### src/rtl/bch_dec_pkg.sv
package bch_dec_pkg;

  typedef enum logic [1:0] {
    ST_LOAD  = 2'd0,
    ST_FIX_A = 2'd1,
    ST_FIX_B = 2'd2
  } bchState_t;

  // strobes from control to datapath
  typedef struct packed {
    logic shiftIn;    // accept one received bit
    logic lastIn;     // this accepted bit completes the word
    logic fixStep;    // one rotation step of a repair pass
    logic passStart;  // first step of a repair pass
    logic finish;     // last step of the second repair pass
  } bchStrobes_t;

endpackage

### src/rtl/bch_dec_ctrl.sv
module bch_dec_ctrl
  import bch_dec_pkg::*;
#(
  parameter int N = 15
) (
  input  logic        clk,
  input  logic        rstN,
  input  logic        inValid,
  output logic        inReady,
  output bchStrobes_t ctl
);

  localparam int CW = $clog2(N);
  localparam logic [CW-1:0] LAST = CW'(N - 1);

  bchState_t state;
  logic [CW-1:0] cnt;
  logic atLast;

  assign atLast  = (cnt == LAST);
  assign inReady = (state == ST_LOAD);

  always_comb begin
    ctl.shiftIn   = (state == ST_LOAD) && inValid;
    ctl.lastIn    = ctl.shiftIn && atLast;
    ctl.fixStep   = (state != ST_LOAD);
    ctl.passStart = ctl.fixStep && (cnt == '0);
    ctl.finish    = (state == ST_FIX_B) && atLast;
  end

  always_ff @(posedge clk) begin
    if (!rstN) begin
      state <= ST_LOAD;
      cnt   <= '0;
    end else begin
      if (ctl.shiftIn || ctl.fixStep) begin
        cnt <= atLast ? '0 : cnt + 1'b1;
      end
      unique case (state)
        ST_LOAD:  if (ctl.lastIn) state <= ST_FIX_A;
        ST_FIX_A: if (atLast)     state <= ST_FIX_B;
        ST_FIX_B: if (atLast)     state <= ST_LOAD;
        default:                  state <= ST_LOAD;
      endcase
    end
  end

endmodule

### src/rtl/bch_dec_datapath.sv
module bch_dec_datapath
  import bch_dec_pkg::*;
#(
  parameter int N = 15,
  parameter int P = 8,
  parameter logic [P:0] GEN = 9'h1D1
) (
  input  logic           clk,
  input  logic           rstN,
  input  bchStrobes_t    ctl,
  input  logic           inBit,
  output logic [N-P-1:0] dataOut,
  output logic           outValid,
  output logic           uncorrectable
);

  localparam int K = N - P;

  // x^e mod generator
  function automatic logic [P-1:0] xPowMod(input int e);
    logic [P-1:0] v;
    v = {{(P-1){1'b0}}, 1'b1};
    for (int i = 0; i < e; i++) begin
      v = {v[P-2:0], 1'b0} ^ (v[P-1] ? GEN[P-1:0] : '0);
    end
    return v;
  endfunction

  localparam logic [P-1:0] LEAD_SYN = xPowMod(N - 1);

  logic [P-1:0] syn, synCorr, synNext;
  logic [N-1:0] word, wordNext;
  logic [K-1:0] rawData;
  logic [N-1:0] hitVec;
  logic fixedFlag, hit, fixNow, synLeft;

  // error patterns containing the leading position: alone, or with one other bit
  assign hitVec[N-1] = (syn == LEAD_SYN);
  for (genvar j = 0; j < N - 1; j++) begin : g_pair
    localparam logic [P-1:0] PAT = LEAD_SYN ^ xPowMod(j);
    assign hitVec[j] = (syn == PAT);
  end

  assign hit    = |hitVec;
  assign fixNow = ctl.fixStep && hit && (ctl.passStart || !fixedFlag);

  always_comb begin
    synNext  = syn;
    wordNext = word;
    synCorr  = syn ^ (fixNow ? LEAD_SYN : '0);
    if (ctl.shiftIn) begin
      synNext  = {syn[P-2:0], inBit} ^ (syn[P-1] ? GEN[P-1:0] : '0);
      wordNext = {word[N-2:0], inBit};
    end else if (ctl.fixStep) begin
      synNext  = {synCorr[P-2:0], 1'b0} ^ (synCorr[P-1] ? GEN[P-1:0] : '0);
      wordNext = {word[N-2:0], word[N-1] ^ fixNow};
    end
  end

  assign synLeft = |synNext;

  always_ff @(posedge clk) begin
    if (!rstN) begin
      syn           <= '0;
      word          <= '0;
      rawData       <= '0;
      fixedFlag     <= 1'b0;
      dataOut       <= '0;
      outValid      <= 1'b0;
      uncorrectable <= 1'b0;
    end else begin
      syn  <= ctl.finish ? '0 : synNext;
      word <= wordNext;
      if (ctl.lastIn) rawData <= wordNext[N-1:P];
      if (ctl.fixStep) fixedFlag <= ctl.passStart ? fixNow : (fixedFlag | fixNow);
      outValid      <= ctl.finish;
      uncorrectable <= ctl.finish && synLeft;
      if (ctl.finish) dataOut <= synLeft ? rawData : wordNext[N-1:P];
    end
  end

endmodule

### src/rtl/bch2_serial_decoder.sv
module bch2_serial_decoder
  import bch_dec_pkg::*;
#(
  parameter int N = 15,
  parameter int P = 8,
  parameter logic [P:0] GEN = 9'h1D1
) (
  input  logic           clk,
  input  logic           rstN,
  input  logic           inBit,
  input  logic           inValid,
  output logic           inReady,
  output logic [N-P-1:0] dataOut,
  output logic           outValid,
  output logic           uncorrectable
);

  bchStrobes_t ctl;

  bch_dec_ctrl #(.N(N)) u_ctrl (
    .clk     (clk),
    .rstN    (rstN),
    .inValid (inValid),
    .inReady (inReady),
    .ctl     (ctl)
  );

  bch_dec_datapath #(.N(N), .P(P), .GEN(GEN)) u_dp (
    .clk           (clk),
    .rstN          (rstN),
    .ctl           (ctl),
    .inBit         (inBit),
    .dataOut       (dataOut),
    .outValid      (outValid),
    .uncorrectable (uncorrectable)
  );

endmodule

### config.mk
export PLATFORM = sky130hd
export DESIGN_NAME = bch2_serial_decoder
export DESIGN_NICKNAME = d
export VERILOG_FILES = /design/src/rtl/bch_dec_pkg.sv /design/src/rtl/bch_dec_ctrl.sv /design/src/rtl/bch_dec_datapath.sv /design/src/rtl/bch2_serial_decoder.sv
export SDC_FILE = /design/constraint.sdc
export NUM_CORES = 1
export LEC_CHECK = 0
export BUFFER_PORTS_ARGS = -buffer_cell sky130_fd_sc_hd__buf_2
export CAP_MARGIN = 30
export CORE_UTILIZATION = 45
export CTS_BUF_LIST = sky130_fd_sc_hd__clkbuf_8
export DETAILED_ROUTE_END_ITERATION = 10
export PLACE_DENSITY = 0.74
export REMOVE_ABC_BUFFERS = 1
export SYNTH_ARGS = -nofsm -noshare
export SYNTH_HDL_FRONTEND = slang
export SYNTH_HIERARCHICAL = 1
export SYNTH_SLANG_ARGS = --single-unit
### constraint.sdc
create_clock -name clk -period 7.4 [get_ports clk]
set_clock_uncertainty 0.15 [all_clocks]
set_input_delay 1.48 -clock clk [delete_from_list [all_inputs] [get_ports clk]]
set_output_delay 1.48 -clock clk [all_outputs]
set_load 0.005 [all_outputs]
==> metrics.txt <==
run status=finished clean; mean post-synth cell area=8.43 um^2; Post-Syn Area=~2500 um^2; Tmin final=around 3800 ps; gr ovfl total=0; startpoint types=primary input; Avg WL per Cell=approximately 14 um; Skew-Pair Late Insertion Delay=around 300 ps; setup TNS=0 ps; CORE AREA=between 5000 and 6000 um^2; vias in the first global route=about 1700; Tot GR Track Use=0.179; fmax=about 270 MHz; final hold violation count=0; CTS clk-pin slew, worst paths=around 80 ps; root buf cell=clkbuf_8; r2r endpoint=u_dp/dataOut[3]$_SDFFE_PN0P_; Max-Cap Viols=0; Data required, critical path=between 7000 and 8000 ps; synth unique cells=between 50 and 60; period utilization=0.509; CTS tree=yes; Synth Warn #=6; Initial Util=0.474; Hold Path Stages=2; worst-path maximum fanout=17; post-route cell area=around 2600 um^2; sw frac=0.226; CTS Hold Bufs=0; Placement Cell Area=roughly 2500 um^2; Port Buf Inserts=13; I/O pin count=14; first-pass GRT wire length=slightly below 8000 um; Max IR drop VDD=around 130 uV; post-synthesis sequential area ratio=0.375; Worst Tran Pin Value=887 ps; site row count=26; die footprint=5750 um^2; ANT nets after route=0; commonest cells after routing, fill and taps aside=68 x nand2_1, 46 x dfxtp_1, 14 x mux2i_1; RSZ-0062 raised after global routing=no; Layout Nets=300; number of diodes=0; final WL=5030 um; Sinks on Clock Net=46; Syn Inst Count=about 290; hold worst-path end=u_dp/word[4]$_SDFFE_PN0P_; hold_ws=~310 ps; Synth async-reset ratio=0; DRC violations left=0; Reg2Reg Setup Slack=between 4000 and 5000 ps; total power=around 0.47 mW; die height=between 70 and 80 um; GPL Wtd Cong=around 0.78; largest net degree at the start of global routing=35; Resize count post-CTS=0; clk buf depth=2; CTS buffer count=5; Internal=~0.36 mW; Hold Path Class=register to register; postcts setup bufs=0; Crit Path Class=primary input to register; Sw Pwr=approximately 0.11 mW; commonest non-fill, non-tap cell in the layout=nand2_1; initial antenna violation count=0; Pins Over Slew Limit=0; P_leak=1.10 nW; final setup fails=0; 1st-iter DRT viols=around 220; CTS H-tree depth=2; Post-synth EDFFs=0; RR Startpoint=u_ctrl/cnt[1]$_SDFFE_PN0P_; HPWL Detailed=around 3400 um; worst hold start=u_dp/word[4]$_SDFFE_PN0P_; final setup margin=roughly 3600 ps; pre-CTS setup slack=between 3000 and 4000 ps; CP arrival=between 3000 and 4000 ps; P&R area growth vs syn=6.32%; CP endpoint kind=register; Post-synth top flop=dfxtp_1; 1st-pass router iterations=4; reg2reg path depth=8; Vias/cell=~5.6; Via Count=a little over 2000; Slew headroom=0.406; width of the die=around 76 um; pwr dens=between 150 and 200 nW/um^2; Reg power frac=0.546; post-synthesis register bit count=46; clock power share=0.391; share of layout cells above drive strength 1=0.106; Comb power frac=0.062
==> cells in the mapped netlist (4+ instances only) <==
| cell type | count | share of area |
|---|---|---|
| a21boi_0 | 7 | 0.021 |
| a21oi_1 | 10 | 0.020 |
| buf_2 | 7 | 0.014 |
| clkbuf_1 | 6 | 0.0092 |
| dfxtp_1 | 46 | 0.38 |
| ha_1 | 4 | 0.020 |
| inv_1 | 6 | 0.0092 |
| mux2i_1 | 14 | 0.057 |
| nand2_1 | 68 | 0.10 |
| nand2b_1 | 6 | 0.015 |
| nand3_1 | 6 | 0.012 |
| nand3b_1 | 6 | 0.018 |
| nand4b_1 | 4 | 0.014 |
| nor2_1 | 11 | 0.017 |
| nor2b_1 | 13 | 0.033 |
| o211a_1 | 7 | 0.029 |
| o211ai_1 | 10 | 0.031 |
| o21ai_0 | 10 | 0.020 |
| xnor2_1 | 4 | 0.014 |
==> worst max-delay path by stage <==
| stage | startpoint | cells after the start | end |
|---|---|---|---|
| floorplan | inValid | 8 | u_dp/dataOut[1]$_SDFFE_PN0P_ |
| global placement | inValid | 9 | u_dp/dataOut[4]$_SDFFE_PN0P_ |
| detailed placement | inValid | 9 | u_dp/dataOut[3]$_SDFFE_PN0P_ |
| CTS | inValid | 9 | u_dp/dataOut[3]$_SDFFE_PN0P_ |
| global route | inValid | 9 | u_dp/dataOut[3]$_SDFFE_PN0P_ |
| finish | inValid | 9 | u_dp/dataOut[3]$_SDFFE_PN0P_ |
==> registers in the layout (all words and copies together) (netlist names) <==
signal              cells
u_dp/dataOut            7
u_ctrl/cnt              4
u_ctrl/state            2
u_dp/syn                8
u_dp/word              15
u_dp/uncorrectable      1
u_dp/fixedFlag          1
u_dp/rawData            7
u_dp/outValid           1
==> cell families after synthesis <==
logic type / Yosys count / share of synthesized area
xor+xnor: 4 / 0.0143
buf+inv: 25 / 0.0525
compound gates: 62 / 0.185
mux: 15 / 0.0617
flops: 46 / 0.375
fa+ha+maj: 4 / 0.0204
simple gates: 135 / 0.291
==> critical path, stage by stage <==
cell and delay [ps]:
buf_2 110, nand2_1 70, inv_1 120, nor2_2 580, nor2_1 150, a21oi_1 200
nand4b_1 510, nand3b_4 390, o211ai_1 210
==> power by group through the flow <==
stage / Clock (mW) / Sequential, mW / Combinational, mW
after floorplan: 0 / 0.260 / 0.0218
final: 0.183 / 0.256 / 0.0291
after detailed placement: 0 / 0.261 / 0.0291
after global routing: 0.198 / 0.256 / 0.0316
after global placement: 0 / 0.262 / 0.0287
after CTS: 0.189 / 0.256 / 0.0292
==> metrics by stage <==
step	cells	utilization
after floorplan	272	-
after global placement	355	0.483
after detailed placement	355	0.483
after CTS	363	0.504
after global routing	363	0.504
final	363	0.504
==> cell type report <==
class,count,area [um^2]
fillers,492,2560
repair buffers,13,65.1
clock buffers,5,68.8
clock inverters,3,40.0
flip-flops and latches,46,921
inverters,6,22.5
well taps,70,87.6
multi-input cells,220,1400
==> metal layers <==
metal / up-vias / share of wire / global-route usage
met1: 948 / 0.48 / 0.240
met3: 7 / 0.040 / 0.0331
li1: 1024 / - / -
met5: - / 0 / 0
met2: 40 / 0.47 / 0.283
met4: 0 / 0.014 / 0.0741
Power figures use the tool's default switching activity.
